**src/rtl/ic_pkg.sv**
```systemverilog
package ic_pkg;
  localparam int CSR_W    = 8;
  localparam int NSRC     = 3;
  localparam int GIE_BIT  = 7;
  localparam int PEIE_BIT = 6;
  localparam int EN_LSB   = 3;
  localparam int FLG_LSB  = 0;

  typedef enum logic [1:0] {
    SRC_PORT = 2'd0,
    SRC_PIN  = 2'd1,
    SRC_TMR  = 2'd2
  } src_e;
endpackage

```
**src/rtl/ic_edge_detect.sv**
```systemverilog
module ic_edge_detect #(
  parameter int PORT_W   = 4,
  parameter bit PIN_RISE = 1'b1
) (
  input  logic              clk_i,
  input  logic              rst_ni,
  input  logic              pin_i,
  input  logic [PORT_W-1:0] port_i,
  output logic              pin_evt_o,
  output logic              port_evt_o
);
  logic              pin_q;
  logic [PORT_W-1:0] port_q;

  always_ff @(posedge clk_i or negedge rst_ni) begin
    if (!rst_ni) begin
      pin_q  <= 1'b0;
      port_q <= '0;
    end else begin
      pin_q  <= pin_i;
      port_q <= port_i;
    end
  end

  generate
    if (PIN_RISE) begin : g_rise
      assign pin_evt_o = pin_i & ~pin_q;
    end else begin : g_fall
      assign pin_evt_o = ~pin_i & pin_q;
    end
  endgenerate

  assign port_evt_o = |(port_i ^ port_q);
endmodule

```
**src/rtl/ic_flag_bank.sv**
```systemverilog
module ic_flag_bank
  import ic_pkg::*;
(
  input  logic            clk_i,
  input  logic            rst_ni,
  input  logic [NSRC-1:0] evt_i,
  input  logic            we_i,
  input  logic [NSRC-1:0] wdata_i,
  output logic [NSRC-1:0] flg_o
);
  generate
    for (genvar i = 0; i < NSRC; i++) begin : g_flag
      logic flg_q;
      // hardware set beats a clearing write
      always_ff @(posedge clk_i or negedge rst_ni) begin
        if (!rst_ni)       flg_q <= 1'b0;
        else if (evt_i[i]) flg_q <= 1'b1;
        else if (we_i)     flg_q <= wdata_i[i];
      end
      assign flg_o[i] = flg_q;
    end
  endgenerate
endmodule

```
**src/rtl/ic_accept.sv**
```systemverilog
module ic_accept (
  input  logic clk_i,
  input  logic rst_ni,
  input  logic req_i,
  input  logic we_i,
  input  logic wgie_i,
  input  logic retfie_i,
  output logic gie_o,
  output logic take_o,
  output logic nop_o
);
  logic gie_q, pend_q, blk_q;

  assign take_o = pend_q & ~blk_q;
  assign nop_o  = blk_q;
  assign gie_o  = gie_q;

  always_ff @(posedge clk_i or negedge rst_ni) begin
    if (!rst_ni) begin
      gie_q  <= 1'b0;
      pend_q <= 1'b0;
      blk_q  <= 1'b0;
    end else begin
      if (take_o)        gie_q <= 1'b0;
      else if (retfie_i) gie_q <= 1'b1;
      else if (we_i)     gie_q <= wgie_i;
      pend_q <= req_i & ~take_o;
      blk_q  <= we_i & ~wgie_i;
    end
  end
endmodule

```
**src/rtl/ic_ctrl.sv**
```systemverilog
module ic_ctrl
  import ic_pkg::*;
#(
  parameter int              PORT_W   = 4,
  parameter int              NPER     = 4,
  parameter int              ADDR_W   = 13,
  parameter bit              PIN_RISE = 1'b1,
  parameter logic [ADDR_W-1:0] VEC_ADDR = 13'h0004
) (
  input  logic              clk_i,
  input  logic              rst_ni,
  input  logic              pin_i,
  input  logic [PORT_W-1:0] port_i,
  input  logic              tmr_ovf_i,
  input  logic [NPER-1:0]   periph_flag_i,
  input  logic [NPER-1:0]   periph_en_i,
  input  logic              csr_we_i,
  input  logic [CSR_W-1:0]  csr_wdata_i,
  output logic [CSR_W-1:0]  csr_rdata_o,
  input  logic              retfie_i,
  output logic              irq_o,
  output logic              vec_req_o,
  output logic              push_ret_o,
  output logic [ADDR_W-1:0] vec_addr_o,
  output logic              nop_o
);
  logic            pin_evt, port_evt;
  logic [NSRC-1:0] evt, flg;
  logic [NSRC-1:0] en_q;
  logic            peie_q, gie, take, req;

  ic_edge_detect #(.PORT_W(PORT_W), .PIN_RISE(PIN_RISE)) u_edge (
    .clk_i      (clk_i),
    .rst_ni     (rst_ni),
    .pin_i      (pin_i),
    .port_i     (port_i),
    .pin_evt_o  (pin_evt),
    .port_evt_o (port_evt)
  );

  always_comb begin
    evt           = '0;
    evt[SRC_PORT] = port_evt;
    evt[SRC_PIN]  = pin_evt;
    evt[SRC_TMR]  = tmr_ovf_i;
  end

  ic_flag_bank u_flags (
    .clk_i   (clk_i),
    .rst_ni  (rst_ni),
    .evt_i   (evt),
    .we_i    (csr_we_i),
    .wdata_i (csr_wdata_i[FLG_LSB +: NSRC]),
    .flg_o   (flg)
  );

  always_ff @(posedge clk_i or negedge rst_ni) begin
    if (!rst_ni) begin
      en_q   <= '0;
      peie_q <= 1'b0;
    end else if (csr_we_i) begin
      en_q   <= csr_wdata_i[EN_LSB +: NSRC];
      peie_q <= csr_wdata_i[PEIE_BIT];
    end
  end

  assign req = gie & ((|(flg & en_q)) | (peie_q & (|(periph_flag_i & periph_en_i))));

  ic_accept u_accept (
    .clk_i    (clk_i),
    .rst_ni   (rst_ni),
    .req_i    (req),
    .we_i     (csr_we_i),
    .wgie_i   (csr_wdata_i[GIE_BIT]),
    .retfie_i (retfie_i),
    .gie_o    (gie),
    .take_o   (take),
    .nop_o    (nop_o)
  );

  always_comb begin
    csr_rdata_o                      = '0;
    csr_rdata_o[GIE_BIT]             = gie;
    csr_rdata_o[PEIE_BIT]            = peie_q;
    csr_rdata_o[EN_LSB +: NSRC]      = en_q;
    csr_rdata_o[FLG_LSB +: NSRC]     = flg;
  end

  assign irq_o      = req;
  assign vec_req_o  = take;
  assign push_ret_o = take;
  assign vec_addr_o = VEC_ADDR;
endmodule

```
**config.mk**
```make
export PLATFORM = sky130hd
export DESIGN_NAME = ic_ctrl
export DESIGN_NICKNAME = d
export VERILOG_FILES = /design/src/rtl/ic_pkg.sv /design/src/rtl/ic_edge_detect.sv /design/src/rtl/ic_flag_bank.sv /design/src/rtl/ic_accept.sv /design/src/rtl/ic_ctrl.sv
export SDC_FILE = /design/constraint.sdc
export NUM_CORES = 1
export LEC_CHECK = 0
export CORE_MARGIN = 2
export CORE_UTILIZATION = 45
export CTS_BUF_LIST = sky130_fd_sc_hd__clkbuf_8
export DETAILED_ROUTE_END_ITERATION = 12
export DONT_BUFFER_PORTS = 1
export HOLD_SLACK_MARGIN = 0.03
export MAX_ROUTING_LAYER = met4
export PLACE_DENSITY = 0.65
export SLEW_MARGIN = 25
export SYNTH_ARGS = -nofsm -noshare
export SYNTH_HDL_FRONTEND = slang
export SYNTH_SLANG_ARGS = --single-unit
```
**constraint.sdc**
```tcl
create_clock -name clk_i -period 3 [get_ports clk_i]
set_input_delay 0.15 -clock clk_i [delete_from_list [all_inputs] [get_ports clk_i]]
set_output_delay 0.15 -clock clk_i [all_outputs]
set_load 0.05 [all_outputs]
```
# After elaboration in Yosys (flattened, before gate mapping)
# Cells that the tools add are included.
# word_totals
reg_bits	15
latchBits	0
ramBits	0
mem_bits_ro	0
in_bits	26
memories	0
# op_classes
add_sub_neg	0
multipliers	0
n_div	0
order_cmp	0
n_eq_ne	0
shift	0
n_mux	9
n_bitwise	14
reduce_logical	7
# ops
operator	count
$mux 1	9
$reduce_or 4->1	2
$and 1x1->1	6
$reduce_bool 2->1	3
$and 4x4->4	1
$not 1->1	4
$xor 4x4->4	1
$and 3x3->3	1
$reduce_bool 3->1	1
$reduce_or 3->1	1
$or 1x1->1	1

# Depth between registers and ports, before layout
# logic_depth
word_depth	6
ltp_mapped	4

# Modules after synthesis
# From an unflattened synthesis, not the netlist that was laid out.
# unflattened
hier_cells	63
area_unflattened_um2	744.5
# by_module_without_submodules
mod	n_inst	cells_each	area_per_inst_um2	seq_area_each_um2
ic_ctrl	1	31	312.8	100.1
ic_edge_detect	1	11	172.7	125.1
ic_flag_bank	1	12	143.9	75.1
ic_accept	1	9	115.1	75.1

# Worst setup path after synthesis
# OpenSTA, ideal clock, no wires.
# synth_path
path_type	flip-flop to output port
from	register u_accept.blk_q (netlist: u_accept.nop_o)
to	output vec_req_o
arrival_time_ns	1.758
required_time_ns	2.850
slack_ns	1.092
path_stages_with_launch	3
n_path_buf	1
path_cell_list	dfrtp_1 nor2b_1 buf_4
# synth_between
elab_chain_cells	2
# synth_lines
item	line	source
from (decl)	ic_accept.sv:12	logic gie_q, pend_q, blk_q;
from (signal assigned)	ic_accept.sv:28	blk_q <= we_i & ~wgie_i;
$not 1->1	ic_accept.sv:14	assign take_o = pend_q & ~blk_q;
$and 1x1->1	ic_accept.sv:14	
to (decl)	ic_ctrl.sv:22	output logic vec_req_o,
# No other way between the ends.

# Worst setup path after layout
# Ends and elaborated chain as after synthesis.

==> results_dict.tcl <==
set metrics [dict create \
    status "finished clean" \
    ir_worst_vdd_mv 0.4028 \
    num_vias 431 \
    hp-class "in -> reg" \
    syn_inst 65 \
    post_cts_buffers 0 \
    multi_input_area_sq_um 264.0 \
    ctsRootBufferMaster "clkbuf_8" \
    fin_nets 98 \
    ys_ff_latch 15 \
    period_share 0.6271 \
    cp_cell_sequence "nor2b_2 -> buf_4" \
    critPathMaxFanout 4 \
    syn_avg_cell_area_sq_um 11.65 \
    via_per_inst 4.954 \
    fillers 129 \
    crit_type "reg -> out" \
    relSlewSlack 0.5637 \
    grt_pass1_vias 406 \
    grt_overflow 0 \
    die_h_um 45.02 \
    cts_tree "built" \
    layout-drive-gt1-share 0.1549 \
    wl_per_cell_um 14.05 \
    cp-end-kind "output pin" \
    io_pins 51 \
    clk_pin_slew_ns 0.06 \
    cts.sinks 15 \
    cts_buffers 3 \
    drv_cap 0 \
    leakage_uw 0.0003864 \
    cts_buffer_depth 2 \
    ant_nets 0 \
    powerDensity_nw_per_um2 731.3 \
    grt_pass1_wl_um 1766 \
    crit_arrival_ns 1.73 \
    stdcell_area_sq_um 817.0 \
    yosysSeqAreaShare 0.4959 \
    yosysWarningCount 0 \
    start_util 0.4911 \
    die_w_um 45.02 \
    ys_types 22 \
    setup_viol 0 \
    ff_latch_area_sq_um 375.4 \
    clock.fmax_mhz 531.5 \
    area_growth_pct 7.934 \
    setup-tns-final_ns 0 \
    required_ns 2.85 \
    grt_max_degree 16 \
    dpl_cell_area_sq_um 681.9 \
    ctsHoldBuffers 9 \
    io_buffers 0 \
    hold_violations 0 \
    worst_pin_slew_ns 0.6524 \
    globalplace.congestion 0.5587 \
    row_count 14 \
    grtUsageTotal 0.1340 \
    dr.pass1.iters 4 \
    antenna_cells 0 \
    maxSlewViolCount 0 \
    synthesis.area_sq_um 757.0 \
    htreeDepth 1 \
    crit_path_start_kind "register" \
    clkLatencyLatePin_ns 0.24 \
    cp_slowest_cell "nor2b_2" \
    rsz0062_at_grt "false" \
    cts_resized 0 \
    antenna_found_initial 0 \
    coreArea_sq_um 1541 \
    die_area_sq_um 2026 \
    route.detailed.drc 0 \
    routed_wl_um 1222 \
    finClkSkew_ns 0.0009920 \
    max_stage_delay_ns 0.61 \
    drt-initial-drc-count 6 \
    final.min_clock_period_ns 1.881 \
]
[cells in the final DEF (no fill, tap or decap)]
| cell type | instances |
|---|---|
| conb_1 | 13 |
| nor2_1 | 2 |
| dlygate4sd3_1 | 9 |
| inv_1 | 3 |
| clkbuf_8 | 3 |
| o21ai_1 | 1 |
| nor2b_4 | 1 |
| xnor2_1 | 1 |
| mux2i_1 | 2 |
| nor3_1 | 1 |
| mux2_2 | 4 |
| a22o_1 | 2 |
| a211o_1 | 1 |
| a21oi_1 | 1 |
| o21ba_1 | 1 |
| nor2b_1 | 1 |
| o21ai_0 | 1 |
| nand3_1 | 1 |
| a211oi_1 | 1 |
| xor2_1 | 3 |
| nor2b_2 | 1 |
| a222oi_1 | 1 |
| buf_4 | 2 |
| dfrtp_1 | 15 |
[synth_stat cells, drive strengths merged]
| cell type | instances | area (sq um) |
|---|---|---|
| a222oi | 1 | 10.01 |
| nor3 | 1 | 5.000 |
| nand3 | 1 | 5.000 |
| a211oi | 1 | 7.510 |
| dfrtp | 15 | 375.4 |
| o21ba | 1 | 10.01 |
| a21oi | 1 | 5.000 |
| a22o | 2 | 17.52 |
| conb | 2 | 7.510 |
| nor2b | 3 | 26.27 |
| nor2 | 2 | 7.510 |
| inv | 2 | 7.510 |
| mux2 | 4 | 45.04 |
| a211o | 1 | 8.760 |
| xnor2 | 1 | 8.760 |
| mux2i | 2 | 20.02 |
| buf | 20 | 153.9 |
| o21ai | 2 | 10.00 |
| xor2 | 3 | 26.28 |
[per-layer routing]
layer / part of all wire / GRT usage / vias to the layer above
li1: - / - / 196
met1: 0.38 / 0.1499 / 204
met2: 0.51 / 0.2057 / 27
met3: 0.097 / 0.05200 / 4
met4: 0.015 / 0.07059 / 0
met5: 0 / - / -
[kinds of logic after synthesis]
group / Yosys count / share of synthesized area
AO/OA/AOI/OAI: 9 / 0.09090
XOR/XNOR: 4 / 0.04629
flip-flops: 15 / 0.4959
multiplexers: 6 / 0.08595
buffers and inverters: 22 / 0.2132
other: 2 / 0.009921
AND/OR/NAND/NOR: 7 / 0.05784
[path summary, 6_finish.rpt]
check | endpoint | cells after the start | slack [ns] | from
max in group asynchronous | u_edge.port_q[2] | 1 | 2.21 | rst_ni
min in group asynchronous | u_edge.port_q[1] | 1 | 0.38 | rst_ni
setup reg to reg | u_flags.g_flag[2].flg_q | 3 | 1.32 | u_flags.g_flag[2].flg_q
hold reg to reg | u_flags.g_flag[1].flg_q | 1 | 0.43 | u_edge.pin_q
setup / recovery | vec_req_o | 2 | 1.12 | u_accept.nop_o
hold / removal | u_flags.g_flag[0].flg_q | 2 | 0.05 | port_i[3]
[worst max-delay path, delay by kind of cell (launching register included)]
family	cells	cell delay [ns]
flops	1	0.56
buf+inv	1	0.32
simple gates	1	0.61
[state kept, by name, indices dropped and copies added (netlist names)]
register / cells
peie_q: 1
en_q: 3
u_accept.nop_o: 1
u_accept.pend_q: 1
u_edge.port_q: 4
u_edge.pin_q: 1
u_flags.g_flag.flg_q: 3
u_accept.gie_o: 1
[per-stage QoR]
step | hold WS, ns | setup WS, ns | util | total power [uW] | cells
final | 0.04529 | 1.119 | 0.5300 | 597.5 | 87
after global routing | 0.03918 | 1.067 | 0.5300 | 626.0 | 87
after CTS | 0.03904 | 1.093 | 0.5300 | 608.0 | 87
after detailed placement | -0.1453 | 1.365 | 0.4424 | 435.6 | 74
after global placement | -0.1453 | 1.384 | 0.4424 | 433.4 | 74
after floorplan | -0.1456 | 1.092 | - | 445.1 | 76
[power breakdown]
part | internal (uW) | switching (uW) | total, uW
Combinational | 44.8 | 113 | 157
Clock | 90.4 | 63.9 | 154
Sequential | 224 | 62.1 | 286
[final cells by class]
cell class              instances  share of cell area
flip-flops and latches         15              0.4594
repair buffers                 11              0.1286
clock buffers                   3             0.05054
inverters                       2            0.009188
clock inverters                 1            0.004594
well taps                      16             0.02450
multi-input cells              39              0.3231
Note: power is estimated with default switching activity, not from simulation.
